`src/rtl/alloc_pkg.sv`:
```
package alloc_pkg;
    parameter int unsigned STAT_W = 32;

    typedef struct packed {
        logic [STAT_W-1:0] unused;
        logic [STAT_W-1:0] zero;
        logic [STAT_W-1:0] le1;
        logic [STAT_W-1:0] le2;
        logic [STAT_W-1:0] le3;
    } slot_stats_t;
endpackage

```
`src/rtl/alloc_group_select.sv`:
```
// Picks the longest in-order prefix of offered micro-ops that meets all limits.
module alloc_group_select #(
    parameter int unsigned WIDTH       = 4,
    parameter int unsigned MAX_BR      = 2,
    parameter int unsigned BOB_DEPTH   = 48,
    parameter int unsigned SCHED_DEPTH = 60,
    localparam int unsigned ACC_W      = $clog2(WIDTH + 1),
    localparam int unsigned BR_W       = $clog2(BOB_DEPTH + 1),
    localparam int unsigned SCH_W      = $clog2(SCHED_DEPTH + 1)
) (
    input  logic [ACC_W-1:0] offer_cnt,
    input  logic [WIDTH-1:0] offer_br,
    input  logic [BR_W-1:0]  br_occ,
    input  logic [SCH_W-1:0] sched_occ,
    output logic [ACC_W-1:0] acc_cnt,
    output logic [ACC_W-1:0] acc_br
);
    int  n_take;
    int  n_br;
    int  br_try;
    logic open;

    always_comb begin
        open   = 1'b1;
        n_take = 0;
        n_br   = 0;
        br_try = 0;
        for (int i = 0; i < int'(WIDTH); i++) begin
            if (open) begin
                br_try = n_br + (offer_br[i] ? 1 : 0);
                if (i >= int'(offer_cnt)) begin
                    open = 1'b0;
                end else if (offer_br[i] &&
                             (br_try > int'(MAX_BR) ||
                              int'(br_occ) + br_try > int'(BOB_DEPTH))) begin
                    open = 1'b0;
                end else if (int'(sched_occ) + i + 1 > int'(SCHED_DEPTH)) begin
                    open = 1'b0;
                end else begin
                    n_take = i + 1;
                    n_br   = br_try;
                end
            end
        end
        acc_cnt = ACC_W'(n_take);
        acc_br  = ACC_W'(n_br);
    end
endmodule

```
`src/rtl/alloc_credit_track.sv`:
```
// Occupancy of one buffer: grows by allocations, shrinks by clamped releases.
module alloc_credit_track #(
    parameter int unsigned DEPTH   = 48,
    parameter int unsigned IN_W    = 3,
    parameter int unsigned REL_W   = 2,
    parameter int unsigned MAX_REL = 2,
    localparam int unsigned OCC_W  = $clog2(DEPTH + 1)
) (
    input  logic             clk,
    input  logic             rst,
    input  logic [IN_W-1:0]  alloc_n,
    input  logic [REL_W-1:0] rel_n,
    output logic [OCC_W-1:0] occ
);
    typedef struct packed {
        logic [OCC_W-1:0] occ;
    } track_t;

    track_t st_d, st_q;
    int     rel_c;

    always_comb begin
        st_d  = st_q;
        rel_c = int'(rel_n);
        if (rel_c > int'(MAX_REL)) rel_c = int'(MAX_REL);
        if (rel_c > int'(st_q.occ)) rel_c = int'(st_q.occ);
        st_d.occ = OCC_W'(int'(st_q.occ) - rel_c + int'(alloc_n));
    end

    always_ff @(posedge clk) begin
        if (rst) st_q <= '0;
        else     st_q <= st_d;
    end

    assign occ = st_q.occ;
endmodule

```
`src/rtl/alloc_slot_stats.sv`:
```
// Slot-utilization counters driven by the accepted group size.
module alloc_slot_stats
    import alloc_pkg::*;
#(
    parameter int unsigned WIDTH  = 4,
    localparam int unsigned ACC_W = $clog2(WIDTH + 1)
) (
    input  logic             clk,
    input  logic             rst,
    input  logic [ACC_W-1:0] acc_cnt,
    output slot_stats_t      stats
);
    slot_stats_t st_d, st_q;

    always_comb begin
        st_d        = st_q;
        st_d.unused = st_q.unused + STAT_W'(int'(WIDTH) - int'(acc_cnt));
        if (int'(acc_cnt) == 0) st_d.zero = st_q.zero + 1'b1;
        if (int'(acc_cnt) <= 1) st_d.le1  = st_q.le1 + 1'b1;
        if (int'(acc_cnt) <= 2) st_d.le2  = st_q.le2 + 1'b1;
        if (int'(acc_cnt) <= 3) st_d.le3  = st_q.le3 + 1'b1;
    end

    always_ff @(posedge clk) begin
        if (rst) st_q <= '0;
        else     st_q <= st_d;
    end

    assign stats = st_q;
endmodule

```
`src/rtl/alloc_branch_limiter.sv`:
```
module alloc_branch_limiter
    import alloc_pkg::*;
#(
    parameter int unsigned WIDTH       = 4,
    parameter int unsigned MAX_BR      = 2,
    parameter int unsigned BOB_DEPTH   = 48,
    parameter int unsigned SCHED_DEPTH = 60,
    parameter int unsigned MAX_REL     = 2,
    localparam int unsigned ACC_W      = $clog2(WIDTH + 1),
    localparam int unsigned REL_W      = $clog2(MAX_REL + 1),
    localparam int unsigned BR_W       = $clog2(BOB_DEPTH + 1),
    localparam int unsigned SCH_W      = $clog2(SCHED_DEPTH + 1)
) (
    input  logic              clk,
    input  logic              rst,
    input  logic [ACC_W-1:0]  offer_cnt,
    input  logic [WIDTH-1:0]  offer_br,
    input  logic [REL_W-1:0]  br_release,
    input  logic [REL_W-1:0]  sched_release,
    output logic [ACC_W-1:0]  accept_cnt,
    output logic [BR_W-1:0]   br_occ,
    output logic [SCH_W-1:0]  sched_occ,
    output logic [STAT_W-1:0] unused_slots,
    output logic [STAT_W-1:0] cyc_zero,
    output logic [STAT_W-1:0] cyc_le1,
    output logic [STAT_W-1:0] cyc_le2,
    output logic [STAT_W-1:0] cyc_le3
);
    logic [ACC_W-1:0] acc_n;
    logic [ACC_W-1:0] acc_br_n;
    slot_stats_t      stats;

    alloc_group_select #(
        .WIDTH(WIDTH), .MAX_BR(MAX_BR),
        .BOB_DEPTH(BOB_DEPTH), .SCHED_DEPTH(SCHED_DEPTH)
    ) u_sel (
        .offer_cnt(offer_cnt), .offer_br(offer_br),
        .br_occ(br_occ), .sched_occ(sched_occ),
        .acc_cnt(acc_n), .acc_br(acc_br_n)
    );

    alloc_credit_track #(
        .DEPTH(BOB_DEPTH), .IN_W(ACC_W), .REL_W(REL_W), .MAX_REL(MAX_REL)
    ) u_bob (
        .clk(clk), .rst(rst), .alloc_n(acc_br_n), .rel_n(br_release), .occ(br_occ)
    );

    alloc_credit_track #(
        .DEPTH(SCHED_DEPTH), .IN_W(ACC_W), .REL_W(REL_W), .MAX_REL(MAX_REL)
    ) u_sch (
        .clk(clk), .rst(rst), .alloc_n(acc_n), .rel_n(sched_release), .occ(sched_occ)
    );

    alloc_slot_stats #(.WIDTH(WIDTH)) u_stats (
        .clk(clk), .rst(rst), .acc_cnt(acc_n), .stats(stats)
    );

    assign accept_cnt   = acc_n;
    assign unused_slots = stats.unused;
    assign cyc_zero     = stats.zero;
    assign cyc_le1      = stats.le1;
    assign cyc_le2      = stats.le2;
    assign cyc_le3      = stats.le3;
endmodule

```
`config.mk`:
```
export PLATFORM = sky130hd
export DESIGN_NAME = alloc_branch_limiter
export DESIGN_NICKNAME = d
export VERILOG_FILES = /design/src/rtl/alloc_pkg.sv /design/src/rtl/alloc_group_select.sv /design/src/rtl/alloc_credit_track.sv /design/src/rtl/alloc_slot_stats.sv /design/src/rtl/alloc_branch_limiter.sv
export SDC_FILE = /design/constraint.sdc
export NUM_CORES = 1
export LEC_CHECK = 0
export ABC_AREA = 1
export BUFFER_PORTS_ARGS = -buffer_cell sky130_fd_sc_hd__buf_2
export CORE_MARGIN = 8
export CORE_UTILIZATION = 45
export CTS_CLUSTER_DIAMETER = 60
export DETAILED_ROUTE_END_ITERATION = 7
export GPL_ROUTABILITY_DRIVEN = 0
export PLACE_DENSITY_LB_ADDON = 0.15
export SYNTH_ARGS = -nofsm -noshare
export SYNTH_HDL_FRONTEND = slang
export SYNTH_SLANG_ARGS = --single-unit
```
`constraint.sdc`:
```
create_clock -name clk -period 12.2 [get_ports clk]
set_input_delay 2.44 -clock clk [delete_from_list [all_inputs] [get_ports clk]]
set_output_delay 2.44 -clock clk [all_outputs]
set_load 0.005 [all_outputs]
```
==> flow_summary.json <==
{
  "grt_pass1_wl_um": 59240,
  "drv_cap": 0,
  "clock_latency_ns": 0.42,
  "holdWs_ns": 0.4613,
  "p_int_uw": 1494,
  "initial_core_util_pct": 45.41,
  "h-tree-depth": 4,
  "leakagePower_uw": 0.006720,
  "die_width_um": 180.0,
  "io_pins": 188,
  "cts_hold_buf": 0,
  "swShare_pct": 43.91,
  "placed_area_mm2": 0.01374,
  "fin_nets": 2209,
  "final_max_slew_viol_count": 0,
  "worstPathMaxFanout": 5,
  "sequentialPowerShare_pct": 28.2,
  "worst_path_max_delay_cell": "fa_1",
  "track_usage_pct": 21.61,
  "final_area_mm2": 0.01490,
  "async_flop_share_pct": 0,
  "relSlewSlack_pct": 47.05,
  "crit_path_frequent_cell": "ha_4",
  "fin_crit_sh_pct": 99.74,
  "p_sw_uw": 1169,
  "r2r-end": "u_stats.stats[158]",
  "ys.flop_type": "dfxtp_1",
  "status": "finished, final reports clean",
  "port_buffers": 187,
  "cts_buffers": 17,
  "grt_pass1_vias": 12076,
  "peakVddDrop_mv": 0.1017,
  "yosys_warnings": 0,
  "setup.worst_path.start_class": "input port",
  "setup_viol_count_final": 0,
  "setup_tns_ns": 0,
  "crit_type": "in -> out",
  "syn_area_mm2": 0.01210,
  "row_count": 60,
  "overflow": 0,
  "pwr-share-clk_pct": 20.3,
  "crit_path_end": "accept_cnt[0]",
  "max_stage_delay_ns": 0.43,
  "synthCells": 1819,
  "fmaxAchievable_mhz": 82.18,
  "syn_to_final_growth_pct": 23.12,
  "synth_seq_cells": 172,
  "crit_arrival_ns": 9.73,
  "critical_path_required_ns": 9.76,
  "detailedPlacementHpwl_um": 27100,
  "cts-root-buf": "clkbuf_16",
  "fp.coreArea_mm2": 0.02665,
  "detail_route.vias_per_cell": 5.202,
  "fill_cells": 2622,
  "drive_above_1_share_pct": 17.83,
  "grt_max_degree": 73,
  "path_clk_slew_ns": 0.07,
  "power_density_mw_per_mm2": 178.7,
  "r2r_start": "u_sch.occ[2]",
  "rr_worst_depth": 75,
  "die_area_mm2": 0.03240,
  "synth-edff-count": 0,
  "wirelength_um": 36330,
  "post_drt_wl_per_cell_um": 14.83,
  "postRouteAntennaNets": 0,
  "post-route-min-period_ns": 12.17,
  "hold_viol": 0,
  "reg2reg_slack_ns": 1.80,
  "die_height_um": 180.0,
  "seq_area_frac_synth_pct": 28.45,
  "clock-sinks": 172,
  "p_comb_share_pct": 51.5,
  "dr_total_vias": 12746,
  "synth.avg_cell_area_um2": 6.653,
  "synth.distinct_cells": 43,
  "antenna_found_initial": 0,
  "hp-class": "reg -> reg",
  "antenna_cells": 0,
  "firstDrtPassIters": 6,
  "skew_ns": 0.01399,
  "clk_path_buf_depth": 2,
  "grt_setup_unrepaired": "true",
  "end_kind": "output port",
  "route.detailed.drc": 0,
  "tightest_slew_ns": 0.7943,
  "cts_tree": "done",
  "startpoint": "offer_br[0]",
  "drt_iter0_markers": 798
}
-- area by class of cell --
class / instances / area [µm²] / share of cell area (%)
timing repair buffer: 278 / 1644 / 11.03
inverter: 194 / 740.7 / 4.971
clock inverter: 14 / 152.6 / 1.025
multi-input combinational: 1433 / 8053 / 54.05
sequential: 172 / 3443 / 23.11
tap: 341 / 426.7 / 2.864
clock buffer: 18 / 439.2 / 2.948
-- metal layers --
layer  GRT usage (%)  up-vias  routed length, µm
met5               0        -                  0
met4           7.469        0                896
met3           5.565       44               2526
met2           35.27      341              16440
met1           27.29     5836              16470
li1                -     6525                  -
-- power groups by stage --
stage | clock [µW] | sequential (µW) | combinational (µW)
after detailed placement | 0 | 759 | 1220
after global routing | 582 | 763 | 1550
after CTS | 560 | 749 | 1280
after global placement | 0 | 760 | 1190
final | 542 | 751 | 1370
after floorplan | 0 | 728 | 868
-- cell usage after synthesis, drive strengths merged, types with 3 or more instances --
library cell	instances	area, µm²
xor2	82	718.2
inv	192	720.7
clkbuf	26	97.59
o21ai	73	365.4
nor4	27	168.9
o21a	11	82.58
dfxtp	172	3443
buf	21	130.1
a21oi	189	957.2
nand2	446	1699
o22ai	3	18.77
nand3	120	625.6
o211ai	3	22.52
nor2	198	755.7
or2	6	37.54
nand4	27	168.9
ha	90	1126
o21bai	6	45.04
a31oi	8	50.05
nor3	66	330.3
fa	10	200.2
xnor2	22	192.7
nor3b	4	30.03
-- logic make-up (layout without fill, tap and decap cells) --
family / Yosys count / in the layout / synth area share (%)
other: 2 / 29 / 0.06206
adder cells (fa/ha/maj): 100 / 100 / 10.96
buffers and inverters: 241 / 504 / 7.899
flip-flops: 172 / 172 / 28.45
AO/OA/AOI/OAI: 303 / 303 / 13.40
XOR/XNOR: 104 / 104 / 7.527
AND/OR/NAND/NOR: 897 / 897 / 31.70
-- registers in the layout (all words and copies together), names as in the netlist --
register and cells:
u_sch.occ 6, u_stats.stats 160, u_bob.occ 6
-- per-stage QoR --
stage / worst slack (ns) / instances / util [%] / power [µW]
6_report: 0.03185 / 2450 / 55.91 / 2663
4_1_cts: 0.009727 / 2438 / 54.98 / 2586
3_5_place_dp: -0.4746 / 2375 / 51.57 / 1975
2_1_floorplan: 0.01791 / 1846 / - / 1597
5_1_grt: -0.4207 / 2450 / 55.91 / 2898
3_3_place_gp: -0.1334 / 2375 / 51.57 / 1951
-- worst min path at each step --
stage                     slack (ns)  cells past startpoint                 end          startpoint
after floorplan                 0.45                      1  u_stats.stats[159]  u_stats.stats[159]
after global placement          0.44                      1  u_stats.stats[159]  u_stats.stats[159]
after detailed placement        0.45                      1  u_stats.stats[159]  u_stats.stats[159]
after CTS                       0.47                      1  u_stats.stats[159]  u_stats.stats[159]
after global routing            0.49                      1  u_stats.stats[159]  u_stats.stats[159]
final                           0.46                      1  u_stats.stats[159]  u_stats.stats[159]
-- critical path, delay by kind of cell --
kind | cells | cell delay, ns
AO/OA/AOI/OAI | 8 | 0.92
XOR/XNOR | 1 | 0.18
AND/OR/NAND/NOR | 30 | 3.01
buffers and inverters | 9 | 0.60
adder cells (fa/ha/maj) | 11 | 2.55
-- placed cells by master, fill, tap and decap left out, types with 9 or more instances in the layout --
master / synthesis / layout
o21ai_0: 72 / 64
xor2_1: 82 / 82
buf_4: 10 / 91
nand3_1: 118 / 116
nor4_1: 27 / 27
a21oi_1: 188 / 181
conb_1: 2 / 29
ha_4: 0 / 10
nor2_1: 195 / 190
inv_1: 188 / 181
nand2_1: 440 / 434
dfxtp_1: 172 / 172
o21a_1: 11 / 11
nand4_1: 27 / 27
buf_2: 11 / 183
nor3_1: 66 / 66
fa_1: 10 / 9
ha_1: 90 / 80
xnor2_1: 22 / 22
clkbuf_16: 0 / 17
-- repair_timing --
item / in CTS / in global routing
setup buffers: 31 / 14
pin swaps: 10 / 42
gates resized for setup: 22 / 47
setup endpoints to repair: 6 / 27
Note: power is estimated with default switching activity, not from simulation.
